$ cat src/rtl/fifo_mon_pkg.sv
package fifo_mon_pkg;
  // Threshold field width and configuration word layout.
  localparam int LVL_W      = 5;
  localparam int CFG_W      = 16;
  localparam int RX_EN_BIT  = 15;
  localparam int AF_LSB     = 8;
  localparam int TX_EN_BIT  = 7;
  localparam int AE_LSB     = 0;
  localparam logic [LVL_W-1:0] AF_RESET = '1;
  localparam logic [LVL_W-1:0] AE_RESET = '0;

  typedef struct packed {
    logic             rx_dma_en;
    logic [LVL_W-1:0] af_level;
    logic             tx_dma_en;
    logic [LVL_W-1:0] ae_level;
  } mon_cfg_t;

  function automatic mon_cfg_t decode_cfg(input logic [CFG_W-1:0] w);
    mon_cfg_t c;
    c.rx_dma_en = w[RX_EN_BIT];
    c.af_level  = w[AF_LSB +: LVL_W];
    c.tx_dma_en = w[TX_EN_BIT];
    c.ae_level  = w[AE_LSB +: LVL_W];
    return c;
  endfunction
endpackage

$ cat src/rtl/fifo_mon_cfg_reg.sv
module fifo_mon_cfg_reg
  import fifo_mon_pkg::*;
(
  input  logic             clk,
  input  logic             rst_n,
  input  logic             cfg_wr,
  input  logic [CFG_W-1:0] cfg_word,
  output mon_cfg_t         cfg_eff
);
  mon_cfg_t cfg_q;
  mon_cfg_t cfg_d;

  // A write takes effect in the same cycle it is presented.
  always_comb begin
    cfg_d = cfg_q;
    if (cfg_wr) cfg_d = decode_cfg(cfg_word);
  end

  assign cfg_eff = cfg_d;

  always_ff @(posedge clk or negedge rst_n) begin
    if (!rst_n) begin
      cfg_q.rx_dma_en <= 1'b0;
      cfg_q.af_level  <= AF_RESET;
      cfg_q.tx_dma_en <= 1'b0;
      cfg_q.ae_level  <= AE_RESET;
    end else if (cfg_wr) begin
      cfg_q <= cfg_d;
    end
  end

  AST_CFG_CAPTURE: assert property (@(posedge clk) disable iff (!rst_n)
    cfg_wr |=> (cfg_q.af_level == $past(cfg_word[AF_LSB +: LVL_W]))
            && (cfg_q.ae_level == $past(cfg_word[AE_LSB +: LVL_W])));
  AST_CFG_HOLD: assert property (@(posedge clk) disable iff (!rst_n)
    !cfg_wr |=> $stable(cfg_q));
endmodule

$ cat src/rtl/fifo_mon_lane.sv
module fifo_mon_lane #(
  parameter int CNT_W = 6,
  parameter int LVL_W = 5,
  parameter bit IS_RX = 1'b1
) (
  input  logic             clk,
  input  logic             rst_n,
  input  logic [CNT_W-1:0] fifo_count,
  input  logic             xfer_to_host,
  input  logic             quiet,
  input  logic [LVL_W-1:0] level,
  input  logic             dma_en,
  output logic             dma_req,
  output logic             thr_flag
);
  logic [CNT_W-1:0] level_ext;
  logic             evt;
  logic             req_d, flag_d;
  logic             upd_en;

  assign level_ext = CNT_W'(level);

  generate
    if (IS_RX) begin : g_rx
      assign evt = xfer_to_host && (fifo_count > level_ext);
    end else begin : g_tx
      assign evt = !xfer_to_host && (fifo_count < level_ext);
    end
  endgenerate

  always_comb begin
    req_d  = 1'b0;
    flag_d = 1'b0;
    if (!quiet && evt) begin
      req_d  = dma_en;
      flag_d = !dma_en;
    end
  end

  assign upd_en = (req_d != dma_req) || (flag_d != thr_flag);

  always_ff @(posedge clk or negedge rst_n) begin
    if (!rst_n) begin
      dma_req  <= 1'b0;
      thr_flag <= 1'b0;
    end else if (upd_en) begin
      dma_req  <= req_d;
      thr_flag <= flag_d;
    end
  end

  AST_REQ_FLAG_EXCL: assert property (@(posedge clk) disable iff (!rst_n)
    !(dma_req && thr_flag));
  AST_QUIET_LOW: assert property (@(posedge clk) disable iff (!rst_n)
    quiet |=> (!dma_req && !thr_flag));
  AST_WRONG_DIR_LOW: assert property (@(posedge clk) disable iff (!rst_n)
    (xfer_to_host != IS_RX) |=> (!dma_req && !thr_flag));
endmodule

$ cat src/rtl/fifo_level_dma_mon.sv
module fifo_level_dma_mon
  import fifo_mon_pkg::*;
#(
  parameter int FIFO_DEPTH = 32,
  localparam int CNT_W = $clog2(FIFO_DEPTH + 1)
) (
  input  logic             clk,
  input  logic             rst_n,
  input  logic [CNT_W-1:0] fifo_count,
  input  logic             xfer_active,
  input  logic             xfer_to_host,
  input  logic             cfg_wr,
  input  logic [CFG_W-1:0] cfg_word,
  output logic             rx_dma_req,
  output logic             tx_dma_req,
  output logic             rx_level_flag,
  output logic             tx_level_flag
);
  localparam int NLANE = 2;

  mon_cfg_t         cfg_eff;
  logic             quiet;
  logic [NLANE-1:0] lane_req, lane_flag;
  logic [NLANE-1:0] lane_en;
  logic [LVL_W-1:0] lane_lvl [NLANE];

  fifo_mon_cfg_reg u_cfg (
    .clk      (clk),
    .rst_n    (rst_n),
    .cfg_wr   (cfg_wr),
    .cfg_word (cfg_word),
    .cfg_eff  (cfg_eff)
  );

  assign quiet = !xfer_active && (fifo_count == '0);

  // Lane 0 handles receive, lane 1 handles transmit.
  assign lane_en[0]  = cfg_eff.rx_dma_en;
  assign lane_lvl[0] = cfg_eff.af_level;
  assign lane_en[1]  = cfg_eff.tx_dma_en;
  assign lane_lvl[1] = cfg_eff.ae_level;

  generate
    for (genvar i = 0; i < NLANE; i++) begin : g_lane
      fifo_mon_lane #(
        .CNT_W (CNT_W),
        .LVL_W (LVL_W),
        .IS_RX (i == 0)
      ) u_lane (
        .clk          (clk),
        .rst_n        (rst_n),
        .fifo_count   (fifo_count),
        .xfer_to_host (xfer_to_host),
        .quiet        (quiet),
        .level        (lane_lvl[i]),
        .dma_en       (lane_en[i]),
        .dma_req      (lane_req[i]),
        .thr_flag     (lane_flag[i])
      );
    end
  endgenerate

  assign rx_dma_req    = lane_req[0];
  assign tx_dma_req    = lane_req[1];
  assign rx_level_flag = lane_flag[0];
  assign tx_level_flag = lane_flag[1];

  AST_RX_EN_CLEARS_FLAG: assert property (@(posedge clk) disable iff (!rst_n)
    (cfg_wr && cfg_word[RX_EN_BIT]) |=> !rx_level_flag);
  AST_TX_EN_CLEARS_FLAG: assert property (@(posedge clk) disable iff (!rst_n)
    (cfg_wr && cfg_word[TX_EN_BIT]) |=> !tx_level_flag);
  AST_DIRS_EXCLUSIVE: assert property (@(posedge clk) disable iff (!rst_n)
    !((rx_dma_req || rx_level_flag) && (tx_dma_req || tx_level_flag)));
endmodule

$ cat config.mk
export PLATFORM = sky130hd
export DESIGN_NAME = fifo_level_dma_mon
export DESIGN_NICKNAME = d
export VERILOG_FILES = /design/src/rtl/fifo_mon_pkg.sv /design/src/rtl/fifo_mon_cfg_reg.sv /design/src/rtl/fifo_mon_lane.sv /design/src/rtl/fifo_level_dma_mon.sv
export SDC_FILE = /design/constraint.sdc
export NUM_CORES = 1
export LEC_CHECK = 0
export BUFFER_PORTS_ARGS = -buffer_cell sky130_fd_sc_hd__buf_4
export CORE_MARGIN = 2
export CORE_UTILIZATION = 41
export DETAILED_ROUTE_END_ITERATION = 12
export GPL_TIMING_DRIVEN = 0
export PLACE_DENSITY = 0.68
export RECOVER_POWER = 100
export SLEW_MARGIN = 25
export SYNTH_ARGS = -nofsm -noshare
export SYNTH_HDL_FRONTEND = slang
export SYNTH_SLANG_ARGS = --single-unit
$ cat constraint.sdc
create_clock -name clk -period 2.1 [get_ports clk]
set_input_delay 0.42 -clock clk [delete_from_list [all_inputs] [get_ports clk]]
set_output_delay 0.42 -clock clk [all_outputs]
set_load 0.03 [all_outputs]
==> key figures <==
Status
  – Status: finished, final reports clean

Placed design
  – Placed cell area: around 0.0011 mm²
  – Final estimated routing congestion in global placement: between 0.6 and 0.7
  – Port Buffers: 26
  – Post-Place Setup Slack: -0.09632 ns
  – Placed instance count: about 120
  – Post-DP HPWL: between 1 and 1.5 mm

Logic synthesis
  – Post-Synthesis Cell Area: around 860 µm²
  – EDFF count, synth: 0
  – Ys async rst share: 1.000
  – Post-synthesis cell count: 70
  – #FFs+latches synth: 16
  – YS warnings: 0
  – Synthesized Nets: roughly 110
  – Post-synth top area share: 0.3184
  – Mean Syn Cell Area: about 12 µm²
  – Largest cells by area after synthesis: dfrtp_1 32%, mux2_2 17%, dfstp_2 15%
  – Post-synth top area cell: dfrtp_1
  – Distinct cells, synth: 21
  – Most used DFF post-synth: dfrtp_1
  – Register area share after synthesis: 0.4703

Global route
  – GR Overflow Total: 0
  – Gr usage total: 0.1553
  – Vias in the first global route: ~670
  – First-pass GRT wire length: 2.898 mm
  – Largest net degree at the start of global routing: 17
  – Initial antenna violation count: 0

Job
  – Max_cap viols: 0

Worst hold path
  – Type of the worst min-delay path: input pin to register
  – Hold depth: 2
  – Worst Hold Endpoint: u_cfg.cfg_q[6]
  – Hold path startpoint: cfg_word[8]

Cells and area
  – Area growth syn-to-layout: 28.51%
  – Final net count: ~140
  – # diodes: 0
  – Post-route insts no fill: around 130
  – Fillers: 188
  – Layout cells sized above 1: 0.3960
  – Design area: roughly 0.0011 mm²

Pwr
  – Cell internal pwr: ~530 µW
  – Leak: ~0.00054 µW
  – Pwr dens: 636.5 mW/mm²
  – Switching share of power: 0.2565
  – Flop pwr share: 0.494
  – Switching Power: about 180 µW
  – Pwr Total: 707.2 µW
  – Power share of the clock group: 0.287
  – Combinational Power Share: 0.219
  – Max VDD drop: 371.1 µV

Setup path
  – Cell family with most CP delay: compound AO/OA/AOI/OAI gates
  – CP Capture Type: register
  – R2R Path End: g_lane[0].u_lane.dma_req
  – CP Launch Type: input pin
  – Critical path arrival: between 2 and 2.5 ns
  – Worst Path Buf+Inv: 3
  – Reg-to-reg startpoint: u_cfg.cfg_q[10]
  – Reg2Reg Depth: 7
  – R2R Setup Slk: approximately 0.34 ns
  – WP data required: 2.32 ns
  – Critical path class: input pin to register
  – Most frequent CP cell: buf_4
  – Critical path fanouts, max: 10
  – Delay of the slowest critical-path stage: a little over 0.4 ns
  – Crit-path cells: buf_4, buf_4, mux2_2, inv_1, ha_1, a2111oi_0, nand2_1, nor3b_2
  – Crit path max-delay cell type: a2111oi_0

Timing
  – Least-Margin Pin Slew: between 0.8 and 0.9 ns
  – Final period utilization: 0.9115
  – Slew margin rel.: 0.4604
  – Setup Skew: 0.0009449 ns
  – Minimum clock period: around 1.9 ns
  – Worst Slack Setup Final: roughly 0.19 ns
  – Final hold vios: 0
  – Final setup fails: 0
  – Final Slew Violations: 0
  – Fmax: 0.5224 GHz
  – RSZ-0062 raised after global routing: false

Floorplan
  – Row cnt: 16
  – I/O pins: 31
  – Die footprint: approximately 0.0025 mm²
  – Core ar.: 0.001982 mm²
  – Die span in y: about 50 µm
  – Initial Util: 0.4362
  – Die Width: approximately 50 µm

Route
  – DRT Pass-1 Iters: 4
  – Initial drt markers: 5
  – Vias per Instance: between 4 and 5
  – Routed WL: between 1.5 and 2 mm
  – Total vias in the final route: between 600 and 700
  – DRC viols: 0
  – Wire per inst: approximately 13 µm
  – Antenna viol nets, final: 0

Clocking
  – # clock sinks: 16
  – CTS root buf: clkbuf_4
  – Worst skew pair latency: 0.28 ns
  – Maximum clock insertion buffer count: 2
  – CTS tree: done
  – TritonCTS Buffers: 3
  – Number of H-tree levels: 1
  – Worst-path clk slew: approximately 0.090 ns
worst reg2reg max path: stages, from the launching register on:
cell and delay (ns):
dfstp_2 0.52, mux2_2 0.15, inv_1 0.04, ha_1 0.30, and4b_1 0.21, o21ai_1 0.06, and3_2 0.19, nor3b_1 0.20
area by class of cell:
class	count	area, µm²	share of cell area
plain buffers	1	7.507	0.006757
clock buffers	4	36.28	0.03266
inverters	10	37.54	0.03378
multi-input cells	43	402.9	0.3626
flip-flops and latches	16	406.6	0.3660
well taps	27	33.78	0.03041
repair buffers	27	186.4	0.1678
per-stage QoR:
step | utilization | hold slack [ns] | TNS [ns]
floorplan | - | 0.1244 | 0
global placement | 0.5518 | 0.2859 | -0.1386
CTS | 0.5751 | 0.3614 | 0
global route | 0.5606 | 0.3617 | 0
finish | 0.5606 | 0.3685 | 0
detailed placement | 0.5518 | 0.2870 | -0.1482
layout by cell type, fill, tap and decap left out, drive strengths merged:
cell type,instances
dlygate4sd3,1
buf,22
o21ai,1
o21a,1
a211oi,1
nor3b,2
ha,9
clkbuf,9
inv,10
a21oi,1
nand2,2
dfstp,5
nor3,4
mux2,13
a2111oi,1
nor4,1
and3,1
nand3,3
and4b,1
dfrtp,11
nor2b,1
o2111ai,1
sequential cells by signal, summed over array words and instances (netlist names):
signal / cells
g_lane.u_lane.thr_flag: 2
g_lane.u_lane.dma_req: 2
u_cfg.cfg_q: 12
layer usage:
metal | global-route usage | vias up | part of all wire
met4 | 0.08333 | 0 | 0.032
met1 | 0.1808 | 308 | 0.44
met2 | 0.2667 | 14 | 0.50
met5 | 0 | - | 0
met3 | 0.03030 | 7 | 0.036
li1 | - | 310 | -
cell usage after synthesis, drive strengths merged, types with 2 or more instances:
master and number:
dfrtp 11, inv 10, nand3 3, nand2 2
dfstp 5, mux2 13, nor3b 2, nor3 4
ha 9
worst max path at each step:
| stage | startpoint | to | slack (ns) | cells after the start |
|---|---|---|---|---|
| after floorplan | cfg_wr | g_lane[1].u_lane.dma_req | 0.19 | 7 |
| after global placement | cfg_wr | g_lane[1].u_lane.dma_req | -0.09 | 8 |
| after detailed placement | cfg_wr | g_lane[1].u_lane.dma_req | -0.1 | 8 |
| after CTS | cfg_wr | g_lane[1].u_lane.dma_req | 0.20 | 8 |
| after global routing | cfg_wr | g_lane[1].u_lane.dma_req | 0.10 | 8 |
| final | cfg_wr | g_lane[1].u_lane.dma_req | 0.19 | 8 |
logic make-up (layout without fill, tap and decap cells):
family	count (synthesis)	after routing	share of synthesized area
multiplexers	13	13	0.1693
flip-flops	16	16	0.4703
adder cells (fa/ha/maj)	9	9	0.1302
AO/OA/AOI/OAI	6	6	0.05500
buffers and inverters	11	42	0.05211
AND/OR/NAND/NOR	15	15	0.1230
power groups by stage:
stage | Sequential (µW) | Combinational, µW | Clock [µW]
5_1_grt | 353 | 174 | 226
6_report | 349 | 155 | 203
3_3_place_gp | 354 | 164 | 0
3_5_place_dp | 356 | 168 | 0
2_1_floorplan | 365 | 88.3 | 0
4_1_cts | 350 | 171 | 212
what timing repair did:
item                                   4_1_cts  5_1_grt
setup endpoints to repair                    0        0
hold buffers                                 1        0
gates resized for setup                      0        0
endpoints found under the hold margin       11        0
buffers inserted                             0        0
Power figures use the tool's default switching activity.
